$ cat src/rtl/tx_idt_pkg.sv
package tx_idt_pkg;

  // One write-back event as seen by the timer.
  typedef struct packed {
    logic vld;
    logic rpt;
    logic dly;
  } wb_ev_t;

  // Classified action for the countdown.
  typedef enum logic [1:0] {
    EV_NONE = 2'd0,
    EV_LOAD = 2'd1,
    EV_IMM  = 2'd2
  } ev_kind_t;

endpackage

$ cat src/rtl/tx_idt_decode.sv
module tx_idt_decode
  import tx_idt_pkg::*;
(
  input  wb_ev_t   ev_i,
  output ev_kind_t kind_o,
  output logic     stat_we_o
);

  logic rpt_evt;

  assign rpt_evt   = ev_i.vld & ev_i.rpt;
  // The status write-back never waits for the timer.
  assign stat_we_o = rpt_evt;

  always_comb begin
    kind_o = EV_NONE;
    if (rpt_evt) begin
      kind_o = ev_i.dly ? EV_LOAD : EV_IMM;
    end
  end

endmodule

$ cat src/rtl/tx_idt_counter.sv
module tx_idt_counter
  import tx_idt_pkg::*;
#(
  parameter int DLY_W = 16
) (
  input  logic             clk_i,
  input  logic             rst_ni,
  input  ev_kind_t         kind_i,
  input  logic             tick_i,
  input  logic [DLY_W-1:0] dly_val_i,
  output logic             fire_o
);

  localparam logic [DLY_W-1:0] ONE = DLY_W'(1);

  logic [DLY_W-1:0] cnt_q, cnt_d;
  logic             armed_q, armed_d;
  logic             cnt_en;
  logic             expire;

  assign expire = (kind_i == EV_NONE) && armed_q && tick_i && (cnt_q == '0);

  // Next-state logic
  always_comb begin
    cnt_d   = cnt_q;
    armed_d = armed_q;
    cnt_en  = 1'b0;
    fire_o  = 1'b0;
    unique case (kind_i)
      EV_LOAD: begin
        cnt_d   = dly_val_i;
        armed_d = 1'b1;
        cnt_en  = 1'b1;
      end
      EV_IMM: begin
        armed_d = 1'b0;
        fire_o  = 1'b1;
      end
      default: begin
        if (expire) begin
          armed_d = 1'b0;
          fire_o  = 1'b1;
        end else if (armed_q && tick_i) begin
          cnt_d  = cnt_q - ONE;
          cnt_en = 1'b1;
        end
      end
    endcase
  end

  // Registers
  always_ff @(posedge clk_i or negedge rst_ni) begin
    if (!rst_ni) begin
      armed_q <= 1'b0;
    end else begin
      armed_q <= armed_d;
    end
  end

  always_ff @(posedge clk_i or negedge rst_ni) begin
    if (!rst_ni) begin
      cnt_q <= '0;
    end else if (cnt_en) begin
      cnt_q <= cnt_d;
    end
  end

  // a delay-flagged event loads and arms
  p_load_r1: assert property (@(posedge clk_i) disable iff (!rst_ni)
    (kind_i == EV_LOAD) |=> (armed_q && cnt_q == $past(dly_val_i)));

  // a running countdown steps down by one per tick
  p_step_r3: assert property (@(posedge clk_i) disable iff (!rst_ni)
    (kind_i == EV_NONE && armed_q && tick_i && cnt_q != '0)
      |=> (armed_q && cnt_q == $past(cnt_q) - ONE));

  // expiry disarms
  p_expire_r3: assert property (@(posedge clk_i) disable iff (!rst_ni)
    (kind_i == EV_NONE && armed_q && tick_i && cnt_q == '0) |=> !armed_q);

  // an undelayed report cancels the countdown
  p_cancel_r5: assert property (@(posedge clk_i) disable iff (!rst_ni)
    (kind_i == EV_IMM) |=> !armed_q);

  // no event and no tick leaves the countdown untouched
  p_ignore_r6: assert property (@(posedge clk_i) disable iff (!rst_ni)
    (kind_i == EV_NONE && !tick_i) |=> ($stable(cnt_q) && $stable(armed_q)));

  // no firing from an idle, unarmed timer
  p_idle_r10: assert property (@(posedge clk_i) disable iff (!rst_ni)
    (kind_i == EV_NONE && !armed_q) |-> !fire_o);

endmodule

$ cat src/rtl/tx_idt_cause.sv
module tx_idt_cause (
  input  logic clk_i,
  input  logic rst_ni,
  input  logic fire_i,
  input  logic clr_i,
  input  logic irq_en_i,
  output logic cause_o,
  output logic irq_o
);

  logic cause_q, cause_d, cause_en;

  // Next-state logic: set has priority over clear.
  always_comb begin
    cause_en = fire_i | clr_i;
    cause_d  = fire_i;
  end

  always_ff @(posedge clk_i or negedge rst_ni) begin
    if (!rst_ni) begin
      cause_q <= 1'b0;
    end else if (cause_en) begin
      cause_q <= cause_d;
    end
  end

  assign cause_o = cause_q;
  assign irq_o   = cause_q & irq_en_i;

  // any firing leaves the cause set, even with a clear present
  p_set_wins_r8: assert property (@(posedge clk_i) disable iff (!rst_ni)
    fire_i |=> cause_q);

  // the cause only drops after a clear strobe
  p_sticky_r8: assert property (@(posedge clk_i) disable iff (!rst_ni)
    $fell(cause_q) |-> $past(clr_i));

  // the line never asserts without the enable
  p_gate_r9: assert property (@(posedge clk_i) disable iff (!rst_ni)
    irq_o |-> (irq_en_i && cause_q));

endmodule

$ cat src/rtl/tx_irq_delay_timer.sv
module tx_irq_delay_timer
  import tx_idt_pkg::*;
#(
  parameter int DLY_W       = 16,
  parameter int RST_STAGES  = 2
) (
  input  logic             clk_i,
  input  logic             rst_ni,
  input  logic             wb_valid_i,
  input  logic             wb_rpt_i,
  input  logic             wb_dly_i,
  input  logic             tick_i,
  input  logic [DLY_W-1:0] dly_val_i,
  input  logic             irq_en_i,
  input  logic             cause_clr_i,
  output logic             stat_we_o,
  output logic             cause_o,
  output logic             irq_o
);

  localparam int SYNC_N = (RST_STAGES < 1) ? 1 : RST_STAGES;

  // Reset: asserted asynchronously, released through a flop chain.
  logic [SYNC_N-1:0] rst_sync_q;
  logic              rst_n_int;

  always_ff @(posedge clk_i or negedge rst_ni) begin
    if (!rst_ni) begin
      rst_sync_q[0] <= 1'b0;
    end else begin
      rst_sync_q[0] <= 1'b1;
    end
  end

  for (genvar s = 1; s < SYNC_N; s++) begin : g_rst_sync
    always_ff @(posedge clk_i or negedge rst_ni) begin
      if (!rst_ni) begin
        rst_sync_q[s] <= 1'b0;
      end else begin
        rst_sync_q[s] <= rst_sync_q[s-1];
      end
    end
  end

  assign rst_n_int = rst_sync_q[SYNC_N-1];

  wb_ev_t   ev;
  ev_kind_t kind;
  logic     fire;

  assign ev.vld = wb_valid_i;
  assign ev.rpt = wb_rpt_i;
  assign ev.dly = wb_dly_i;

  tx_idt_decode u_decode (
    .ev_i      (ev),
    .kind_o    (kind),
    .stat_we_o (stat_we_o)
  );

  tx_idt_counter #(.DLY_W(DLY_W)) u_counter (
    .clk_i     (clk_i),
    .rst_ni    (rst_n_int),
    .kind_i    (kind),
    .tick_i    (tick_i),
    .dly_val_i (dly_val_i),
    .fire_o    (fire)
  );

  tx_idt_cause u_cause (
    .clk_i    (clk_i),
    .rst_ni   (rst_n_int),
    .fire_i   (fire),
    .clr_i    (cause_clr_i),
    .irq_en_i (irq_en_i),
    .cause_o  (cause_o),
    .irq_o    (irq_o)
  );

  // an undelayed report always fires
  p_imm_fire_r5: assert property (@(posedge clk_i) disable iff (!rst_n_int)
    (wb_valid_i && wb_rpt_i && !wb_dly_i) |=> cause_o);

  // a pending cause reaches the line when enabled
  p_pending_r9: assert property (@(posedge clk_i) disable iff (!rst_n_int)
    (cause_o && irq_en_i) |-> irq_o);

endmodule

$ cat config.mk
export PLATFORM = sky130hd
export DESIGN_NAME = tx_irq_delay_timer
export DESIGN_NICKNAME = d
export VERILOG_FILES = /design/src/rtl/tx_idt_pkg.sv /design/src/rtl/tx_idt_decode.sv /design/src/rtl/tx_idt_counter.sv /design/src/rtl/tx_idt_cause.sv /design/src/rtl/tx_irq_delay_timer.sv
export SDC_FILE = /design/constraint.sdc
export NUM_CORES = 1
export LEC_CHECK = 0
export BUFFER_PORTS_ARGS = -buffer_cell sky130_fd_sc_hd__buf_2
export CAP_MARGIN = 30
export CELL_PAD_IN_SITES_DETAIL_PLACEMENT = 0
export CELL_PAD_IN_SITES_GLOBAL_PLACEMENT = 1
export CORE_UTILIZATION = 40
export DETAILED_ROUTE_END_ITERATION = 8
export GPL_TIMING_DRIVEN = 1
export PLACE_DENSITY = 0.87
export RECOVER_POWER = 50
export SLEW_MARGIN = 10
export SYNTH_ARGS = -nofsm -noshare
export SYNTH_HDL_FRONTEND = slang
export SYNTH_HIERARCHICAL = 1
export SYNTH_SLANG_ARGS = --single-unit
$ cat constraint.sdc
create_clock -name clk_i -period 0.8 [get_ports clk_i]
set_input_delay 0.04 -clock clk_i [delete_from_list [all_inputs] [get_ports clk_i]]
set_output_delay 0.04 -clock clk_i [all_outputs]
set_load 0.02 [all_outputs]
==> impl_metrics.toml <==
[finish]
design_area_um2 = 2288
layout.nets = 276
area_delta_synth_final_pct = 66.42
drive_gt1_share_pct = 53.44
antennaDiodeCount = 0

[critical_path]
slowest_delay_ns = 0.54
crit_chain = "or4_4, nor3_4, buf_6, a311oi_2, a31oi_1, o211ai_1"
endpoint_kind = "flop"
rr_worst_depth = 6
cp_top_family = "simple AND/OR/NAND/NOR gates"
worstReg2RegStart = "u_counter/cnt_q[2]$_DFFE_PN0P_"
cpMaxStageDelayCell = "or4_4"
crit_arrival_ns = 2.08
criticalPathCategory = "reg -> reg"
critPathLaunchType = "flop"
cp.required_ns = 0.99
ff2ff_setup_slack_ns = -1.09
cp_num_cells = 6
path_max_fanout = 5
crit_buf_inv = 1
startpoint = "u_counter/cnt_q[2]$_DFFE_PN0P_"

[logic_synthesis]
synth_ff_type = "dfrtp_1"
avgSynthCellArea_um2 = 8.541
synth-seq-cells = 20
synth.yosys.seq_area_share_pct = 36.40
synthMostInstantiatedCell = "dfrtp_1"
synth-edff-count = 0
synth_warnings = 6
synth_top_area_share_pct = 36.40
synth.net_count = 189
yosys.area.top_type = "dfrtp_1"
async_flop_share_pct = 100.0
synthesis.area_um2 = 1375
synthTopCellsByCount = "dfrtp_1, a21oi_1, inv_1"
synth_area_leaders = "dfrtp_1, a21oi_1, inv_1, o2bb2ai_1, ha_1"
yosysUniqueCellTypes = 45
syn_inst = 161

[place]
port_buffers = 26
dp_hpwl_um = 2954
routabilityCongestion = 0.8806
placed_cell_area_um2 = 1912
dpl_worst_slack_ns = -1.098

[sta]
fin_crit_sh_pct = 236.6
hold_viol_final = 0
rsz0062_at_grt = "yes"
tightest_slew_ns = 0.5121
fin_ws_ns = -1.093
whs_ns = 0.02474
setup_tns_ns = -18.24
max_freq_ghz = 0.5283
setup_viol = 20
relSlewSlack_pct = 65.86
skew_ns = 0.005166
fin_crit_ns = 1.893
drv_slew = 0

[floorplan]
rows = 20
die_h_um = 60.63
core-area_um2 = 3153
ios = 27
die_w_um = 60.63
start_util_pct = 43.61
die-area_um2 = 3676

[route]
vias_per_cell = 5.883
finalWirelength_um = 4831
dr.pass1.iters = 5
ant_nets = 0
wl_per_cell_um = 16.60
drtIter0Drc = 138
vias = 1712
drcViolationCount = 0

[global_route]
overflow = 0
grt_pass1_wl_um = 7300
grt_use_total_pct = 26.89
grt_antenna_before_repair = 0
grt_pass1_vias = 1590
grt_max_degree = 19

[run]
drv_cap = 0

[clocking]
htree_levels = 1
clk_pin_slew_ns = 0.13
clkLatencyLatePin_ns = 0.31
clock_sinks = 20
cts_root_buf = "clkbuf_4"
numCtsBuffers = 3
cts_tree = "yes"
cts_max_path_buffers = 2

[status]
violations = "setup timing"
outcome = "finished, violations left"

[power_and_ir_drop]
leakage_nw = 1.021
power_density_nw_per_um2 = 2273
ir_worst_vdd_v = 0.001552

[min_path]
min_path_type = "in -> async"
-- worst reg2reg max path: stages (launching register included) --
cell,delay (ns)
dfrtp_2,0.46
or4_4,0.54
nor3_4,0.14
buf_6,0.14
a311oi_2,0.10
a31oi_1,0.25
o211ai_1,0.15
-- cells by family after synthesis --
logic type | Yosys count | share of synthesized area (%)
other | 1 | 0.2727
and+or+nand+nor | 53 | 22.93
DFF | 20 | 36.40
buffers and inverters | 26 | 8.735
adders and majority gates | 4 | 3.640
AOI/OAI and AO/OA | 57 | 28.03
-- routing by layer --
layer  global-route usage (%)  wire (um)  vias up
li1                         -          -      778
met3                    3.625        300       16
met2                    44.58       2438       93
met4                    12.01        110        0
met1                    35.02       1981      825
met5                        0          0        -
-- through the flow --
step,utilization [%],total power [mW],cells
6_report,72.58,5.201,291
3_3_place_gp,60.63,3.690,271
2_1_floorplan,-,2.666,161
3_5_place_dp,60.63,3.780,271
4_1_cts,68.77,4.808,286
5_1_grt,72.58,5.477,291
-- report_power, final --
part	internal, mW	switching [mW]	total [mW]
sequential	1.34	0.280	1.62
combinational	1.60	1.37	2.96
clock	0.278	0.343	0.621
-- path summary, 6_finish.rpt --
check,end
max,u_counter/cnt_q[11]$_DFFE_PN0P_
min,rst_sync_q[0]$_DFF_PN0_
max reg2reg,u_counter/cnt_q[11]$_DFFE_PN0P_
min reg2reg,u_counter/cnt_q[14]$_DFFE_PN0P_
max in group asynchronous,u_counter/cnt_q[2]$_DFFE_PN0P_
min in group clk_i,u_counter/cnt_q[6]$_DFFE_PN0P_
-- state kept, by name, indices dropped and copies added, names as in the netlist --
name and cells:
rst_n_int 1, u_cause/cause_o 1, rst_sync_q 1, u_counter/cnt_q 16, u_counter/armed_q 1
-- final cells by class --
type                       instances  area (um2)
fill                             241       864.6
multi-input combinational        115       963.4
sequential                        20       501.7
timing repair buffer              92       671.9
tap                               44       55.05
inverter                          16       60.06
clock buffer                       4       36.28
-- layout by cell type, fill, tap and decap left out, types with 3 or more instances in the layout --
master | synthesis | routed
dfrtp_1 | 20 | 19
buf_2 | 0 | 22
nor2_1 | 9 | 9
inv_1 | 16 | 13
o2bb2ai_2 | 0 | 4
nor3_1 | 6 | 5
nand2_1 | 8 | 7
nand3_1 | 5 | 5
o22ai_2 | 0 | 7
inv_2 | 0 | 3
a31oi_1 | 5 | 5
nor4_1 | 5 | 3
buf_6 | 2 | 11
a21oi_1 | 19 | 16
buf_4 | 2 | 54
a21oi_2 | 0 | 3
clkbuf_4 | 0 | 3
-- what timing repair did --
action / in CTS / in global routing
gates resized for setup: 29 / 18
pin swaps: 7 / 13
setup endpoints to repair: 20 / 20
endpoints found under the hold margin: 3 / 0
gates cloned: 1 / 0
buffers inserted: 9 / 6
hold buffers: 2 / 0
No activity file was read; power rests on OpenSTA's default activity.
